===== src/rtl/pit_pkg.sv =====
package pit_pkg;
  localparam int DATA_W   = 32;
  localparam int OFS_CTRL = 0;
  localparam int OFS_STAT = 4;
  localparam int BIT_EN   = 31;
  localparam int BIT_PER  = 30;
  localparam int BIT_PEND = 30;
  localparam int BIT_CLR  = 30;

  typedef struct packed {
    logic run;
    logic per;
  } pit_mode_t;
endpackage


===== src/rtl/pit_tick_sel.sv =====
module pit_tick_sel #(
  parameter bit USE_TICK = 1'b1
) (
  input  logic run_i,
  input  logic tick_i,
  output logic cnt_ev_o
);
  generate
    if (USE_TICK) begin : g_strobe
      assign cnt_ev_o = run_i & tick_i;
    end else begin : g_every_clk
      logic unused_tick;
      assign unused_tick = tick_i;
      assign cnt_ev_o    = run_i;
    end
  endgenerate
endmodule


===== src/rtl/pit_down_counter.sv =====
module pit_down_counter #(
  parameter int CNT_W = 29
) (
  input  logic             clk,
  input  logic             rst_n,
  input  logic             load_we_i,
  input  logic [CNT_W-1:0] load_val_i,
  input  logic [CNT_W-1:0] reload_val_i,
  input  logic             per_i,
  input  logic             cnt_ev_i,
  output logic [CNT_W-1:0] cnt_o,
  output logic             expire_o
);
  logic [CNT_W-1:0] cnt_q, cnt_d;
  logic             at_zero;

  assign at_zero  = (cnt_q == '0);
  assign expire_o = cnt_ev_i & at_zero;
  assign cnt_o    = cnt_q;

  always_comb begin
    cnt_d = cnt_q;
    if (load_we_i) begin
      cnt_d = load_val_i;
    end else if (cnt_ev_i) begin
      if (!at_zero)   cnt_d = cnt_q - 1'b1;
      else if (per_i) cnt_d = reload_val_i;
    end
  end

  always_ff @(posedge clk or negedge rst_n) begin
    if (!rst_n) cnt_q <= '0;
    else        cnt_q <= cnt_d;
  end
endmodule


===== src/rtl/pit_ctrl_regs.sv =====
module pit_ctrl_regs
  import pit_pkg::*;
#(
  parameter int CNT_W  = 29,
  parameter int ADDR_W = 4
) (
  input  logic              clk,
  input  logic              rst_n,
  input  logic              reg_wr,
  input  logic [ADDR_W-1:0] reg_waddr,
  input  logic [DATA_W-1:0] reg_wdata,
  input  logic [ADDR_W-1:0] reg_raddr,
  output logic [DATA_W-1:0] reg_rdata,
  input  logic [CNT_W-1:0]  cnt_i,
  input  logic              expire_i,
  output logic              load_we_o,
  output logic [CNT_W-1:0]  reload_o,
  output pit_mode_t         mode_o,
  output logic              pend_o
);
  pit_mode_t        mode_q, mode_d;
  logic [CNT_W-1:0] reload_q, reload_d;
  logic             pend_q, pend_d;
  logic             clr_we;
  logic             unused_wbits;

  assign load_we_o    = reg_wr & (reg_waddr == ADDR_W'(OFS_CTRL));
  assign clr_we       = reg_wr & (reg_waddr == ADDR_W'(OFS_STAT)) & reg_wdata[BIT_CLR];
  assign unused_wbits = ^reg_wdata[BIT_PER-1:CNT_W];

  always_comb begin
    mode_d   = mode_q;
    reload_d = reload_q;
    if (load_we_o) begin
      mode_d.run = reg_wdata[BIT_EN];
      mode_d.per = reg_wdata[BIT_PER];
      reload_d   = reg_wdata[CNT_W-1:0];
    end else if (expire_i && !mode_q.per) begin
      mode_d.run = 1'b0;
    end
  end

  always_comb begin
    pend_d = pend_q;
    if (expire_i)    pend_d = 1'b1;
    else if (clr_we) pend_d = 1'b0;
  end

  always_ff @(posedge clk or negedge rst_n) begin
    if (!rst_n) begin
      mode_q   <= '0;
      reload_q <= '0;
      pend_q   <= 1'b0;
    end else begin
      mode_q   <= mode_d;
      reload_q <= reload_d;
      pend_q   <= pend_d;
    end
  end

  always_comb begin
    reg_rdata = '0;
    if (reg_raddr == ADDR_W'(OFS_CTRL)) begin
      reg_rdata[BIT_EN]      = mode_q.run;
      reg_rdata[BIT_PER]     = mode_q.per;
      reg_rdata[CNT_W-1:0]   = reload_q;
    end else if (reg_raddr == ADDR_W'(OFS_STAT)) begin
      reg_rdata[BIT_PEND]    = pend_q;
      reg_rdata[CNT_W-1:0]   = cnt_i;
    end
  end

  assign reload_o = reload_q;
  assign mode_o   = mode_q;
  assign pend_o   = pend_q;
endmodule


===== src/rtl/pit_channel.sv =====
module pit_channel
  import pit_pkg::*;
#(
  parameter int CNT_W    = 29,
  parameter int ADDR_W   = 4,
  parameter bit USE_TICK = 1'b1
) (
  input  logic              clk,
  input  logic              rst_n,
  input  logic              tick_i,
  input  logic              reg_wr,
  input  logic [ADDR_W-1:0] reg_waddr,
  input  logic [31:0]       reg_wdata,
  input  logic [ADDR_W-1:0] reg_raddr,
  output logic [31:0]       reg_rdata,
  output logic              irq_o
);
  logic [1:0]       rst_sync_q;
  logic             rst_int_n;
  logic             load_we;
  logic [CNT_W-1:0] reload_val;
  logic [CNT_W-1:0] cnt;
  logic             cnt_ev;
  logic             expire;
  pit_mode_t        mode;

  always_ff @(posedge clk or negedge rst_n) begin
    if (!rst_n) rst_sync_q <= 2'b00;
    else        rst_sync_q <= {rst_sync_q[0], 1'b1};
  end
  assign rst_int_n = rst_sync_q[1];

  pit_ctrl_regs #(.CNT_W(CNT_W), .ADDR_W(ADDR_W)) u_regs (
    .clk       (clk),
    .rst_n     (rst_int_n),
    .reg_wr    (reg_wr),
    .reg_waddr (reg_waddr),
    .reg_wdata (reg_wdata),
    .reg_raddr (reg_raddr),
    .reg_rdata (reg_rdata),
    .cnt_i     (cnt),
    .expire_i  (expire),
    .load_we_o (load_we),
    .reload_o  (reload_val),
    .mode_o    (mode),
    .pend_o    (irq_o)
  );

  pit_tick_sel #(.USE_TICK(USE_TICK)) u_tick (
    .run_i    (mode.run),
    .tick_i   (tick_i),
    .cnt_ev_o (cnt_ev)
  );

  pit_down_counter #(.CNT_W(CNT_W)) u_cnt (
    .clk          (clk),
    .rst_n        (rst_int_n),
    .load_we_i    (load_we),
    .load_val_i   (reg_wdata[CNT_W-1:0]),
    .reload_val_i (reload_val),
    .per_i        (mode.per),
    .cnt_ev_i     (cnt_ev),
    .cnt_o        (cnt),
    .expire_o     (expire)
  );
endmodule


===== config.mk =====
export PLATFORM = sky130hd
export DESIGN_NAME = pit_channel
export DESIGN_NICKNAME = d
export VERILOG_FILES = /design/src/rtl/pit_pkg.sv /design/src/rtl/pit_tick_sel.sv /design/src/rtl/pit_down_counter.sv /design/src/rtl/pit_ctrl_regs.sv /design/src/rtl/pit_channel.sv
export SDC_FILE = /design/constraint.sdc
export NUM_CORES = 1
export LEC_CHECK = 0
export BUFFER_PORTS_ARGS = -buffer_cell sky130_fd_sc_hd__buf_2
export CAP_MARGIN = 20
export CORE_ASPECT_RATIO = 1.2
export CORE_MARGIN = 10
export CORE_UTILIZATION = 32
export CTS_CLUSTER_DIAMETER = 40
export DETAILED_ROUTE_END_ITERATION = 8
export MAX_ROUTING_LAYER = met4
export PLACE_DENSITY_LB_ADDON = 0.08
export SETUP_SLACK_MARGIN = 0.05
export SKIP_CTS_REPAIR_TIMING = 1
export SLEW_MARGIN = 20
export SYNTH_ARGS = -nofsm -noshare
export SYNTH_HDL_FRONTEND = slang
export SYNTH_HIERARCHICAL = 1
export SYNTH_SLANG_ARGS = --single-unit

===== constraint.sdc =====
create_clock -name clk -period 5.3 [get_ports clk]
set_input_delay 0.795 -clock clk [delete_from_list [all_inputs] [get_ports clk]]
set_output_delay 0.795 -clock clk [all_outputs]
set_load 0.005 [all_outputs]

==> metrics.md <==
| Metric | Value |
|---|---|
| Grt met3 use | `2.27%` |
| Share of cells above drive strength 1 | `28.9%` |
| WHS | `0.245 ns` |
| Outcome | `finished, final reports clean` |
| Worst Tran Pin Value | `1.02 ns` |
| CTS Sinks | `63` |
| Post-Syn Nets | `approximately 440` |
| Total gr overflow | `0` |
| # nets final | `between 500 and 600` |
| Top_reg_cell synth | `dfrtp_1` |
| Diodes inserted | `0` |
| Initial DRT Pass Iterations | `4` |
| Top cell type's share of synthesized area | `around two fifths` |
| Drt total wl | `11.8 mm` |
| WL/cell | `18.9 µm` |
| Final min period | `roughly 3.2 ns` |
| Most common cell after layout, fill and taps aside | `buf_2` |
| Final design utilization | `about two fifths` |
| Slew Limit Headroom | `roughly a third` |
| Via/cell ratio | `5.43` |
| Area of the die | `16600 µm²` |
| Total GRT Usage | `between 10% and 20%` |
| Slew Limit Fails | `0` |
| Met2 GRT Util | `24.5%` |
| GPL Wtd Cong | `slightly below 0.8` |
| HP Class | `input pin to asynchronous set/reset pin` |
| Final setup violation count | `0` |
| Antenna violations before repair | `0` |
| Area Growth Syn to Fin | `20.6%` |
| Row count | `43` |
| Crit path top cell by count | `buf_4` |
| RSZ-0062 raised after global routing | `no` |
| Placed cell area | `4310 µm²` |
| Seq/Total Area, Yosys | `41.5%` |
| CP arrival | `3.40 ns` |
| Vias | `3388` |
| Final Instance Area | `between 4000 and 5000 µm²` |
| Largest net degree at the start of global routing | `46` |
| Num CTS Buffers | `9` |
| Mapped Area | `3800 µm²` |
| Pwr Density | `about 380 nW/µm²` |
| Vias in the first global route | `3634` |
| Worst path cell trace | `inv_1 -> ha_1 -> nor4b_1 -> nand4_1 -> nor2_1 -> buf_4 -> a21oi_1 -> buf_4 -> o31a_1 -> o22a_1` |
| Maximum buffer depth of the clock tree | `2` |
| Final Hold Viols | `0` |
| Chip height | `around 140 µm` |
| Fin cells | `between 600 and 700` |
| DRC violations left | `0` |
| Drt first-iter violations | `198` |
| Worst EP required | `5.52 ns` |
| Placed cell count | `608` |
| Num ports | `77` |
| Asr flop ratio synth | `100%` |
| Leakage Power | `about 2 nW` |
| H-tree depth | `3` |
| Post-synth EDFFs | `0` |
| Achievable Freq | `314 MHz` |
| Top cells by area, synth | `dfrtp_1, mux2_2, a22o_1` |
| Final TNS setup | `0 ns` |
| CP Max Fanout | `12` |
| Syn avg cell area | `9.63 µm²` |
| Setup crit start kind | `register` |
| CP max stage delay | `about 0.57 ns` |
| Worst skew pair latency | `0.33 ns` |
| Setup Crit Path Kind | `register to register` |
| Port Buf Inserts | `74` |
| Synth Warn # | `6` |
| GR Layer Usage met1 | `17.5%` |
| Cell taking the most area after synthesis | `dfrtp_1` |
| First-pass GRT wire length | `19.5 mm` |
| Initial Util | `32.8%` |
| Most frequent cells in the layout | `buf_2, dfrtp_1, a22o_1` |
| CTS clock-pin slew for the worst setup and hold paths | `0.05 ns` |
| Worst setup EP type | `register` |
| Syn Inst Count | `394` |
| Die Width | `119 µm` |
| Period utilization | `60.1%` |
| Placeable Area | `11600 µm²` |
| Post-DP HPWL | `8.15 mm` |
| GRT busiest layer | `met2` |
| VDD IR max | `about 0.14 mV` |
| Slowest CP cell | `nor4b_1` |
| CTS tree | `done` |
| Synth Register Bits | `63` |
| Clock Skew | `0.00553 ns` |
| Max_cap viols | `0` |
| Root Buffer Master | `clkbuf_16` |
| Netlist cell types | `60` |
| Post-detailed-route count of antenna-violating nets | `0` |
==> metrics by stage <==
stage | setup slack, ns | total power, mW
after CTS | 2.13 | 1.76
final | 2.11 | 1.74
after detailed placement | 1.84 | 1.20
after global routing | 1.84 | 1.86
after global placement | 1.83 | 1.19
after floorplan | 2.51 | 1.05
==> where the power goes <==
group	internal, mW	switching (mW)
combinational	0.209	0.205
sequential	0.606	0.172
clock	0.343	0.204
==> flip-flops by register name, summed over array words and instances, names as in the netlist <==
register,flops
u_regs/pend_o,1
u_cnt/cnt_o,29
u_regs/mode_o,2
rst_sync_q,2
u_regs/reload_o,29
==> synthesized netlist by cell type (3+ instances only) <==
master	count
dfrtp_1	63
a22o_1	37
nor2_1	36
a21oi_1	34
nand2_1	32
mux2_2	29
o21ai_0	21
buf_2	10
clkbuf_1	10
nor3_1	9
inv_1	7
o211ai_1	7
nor4_1	6
a21o_1	5
or4_1	5
a31oi_1	4
nand3_1	4
nand4_1	4
xor2_1	4
and2_1	3
and4_1	3
buf_6	3
nand2b_1	3
nor4_2	3
o31ai_1	3
xnor2_1	3
==> area by class of cell <==
class                           instances  area (µm²)
Fill cell                            1187        6990
Tap cell                              157         196
Multi-Input combinational cell        297        2070
Inverter                                8        30.0
Sequential cell                        63        1580
Timing Repair Buffer                   83         438
Clock buffer                           16         272
==> per-layer routing <==
layer  wire, µm  up-vias
li1           -     1628
met1       5170     1667
met2       5940       79
met3        485       14
met4        171        0
met5          0        -
==> critical path: cells and delay by family, from the launching register on <==
kind	cells	cell delay, ns
flip-flops	1	0.42
AO/OA/AOI/OAI	3	0.62
adder cells (fa/ha/maj)	1	0.24
buffers and inverters	3	0.63
AND/OR/NAND/NOR	3	1.15
==> final timing paths <==
check                               start  slack (ns)                 end  cells past startpoint
max                        u_cnt/cnt_o[0]        2.11     u_cnt/cnt_o[27]                     10
min                                 rst_n        0.25       rst_sync_q[0]                      1
max reg2reg                u_cnt/cnt_o[0]        2.11     u_cnt/cnt_o[27]                     10
min reg2reg                 rst_sync_q[1]        0.31  u_regs/reload_o[8]                      0
max in group asynchronous   rst_sync_q[1]        4.05  u_regs/reload_o[3]                      1
min in group clk            rst_sync_q[0]        0.35       rst_sync_q[1]                      0
==> kinds of logic (layout without fill, tap and decap cells) <==
family	after synthesis	after routing	synth area share, %
mux	32	32	9.43
other cells	2	2	0.198
xor+xnor	7	7	1.62
buf+inv	34	107	4.52
flops	63	63	41.5
simple gates	118	118	16.6
compound gates	137	137	25.7
fa+ha+maj	1	1	0.330
No activity file was read; power rests on OpenSTA's default activity.
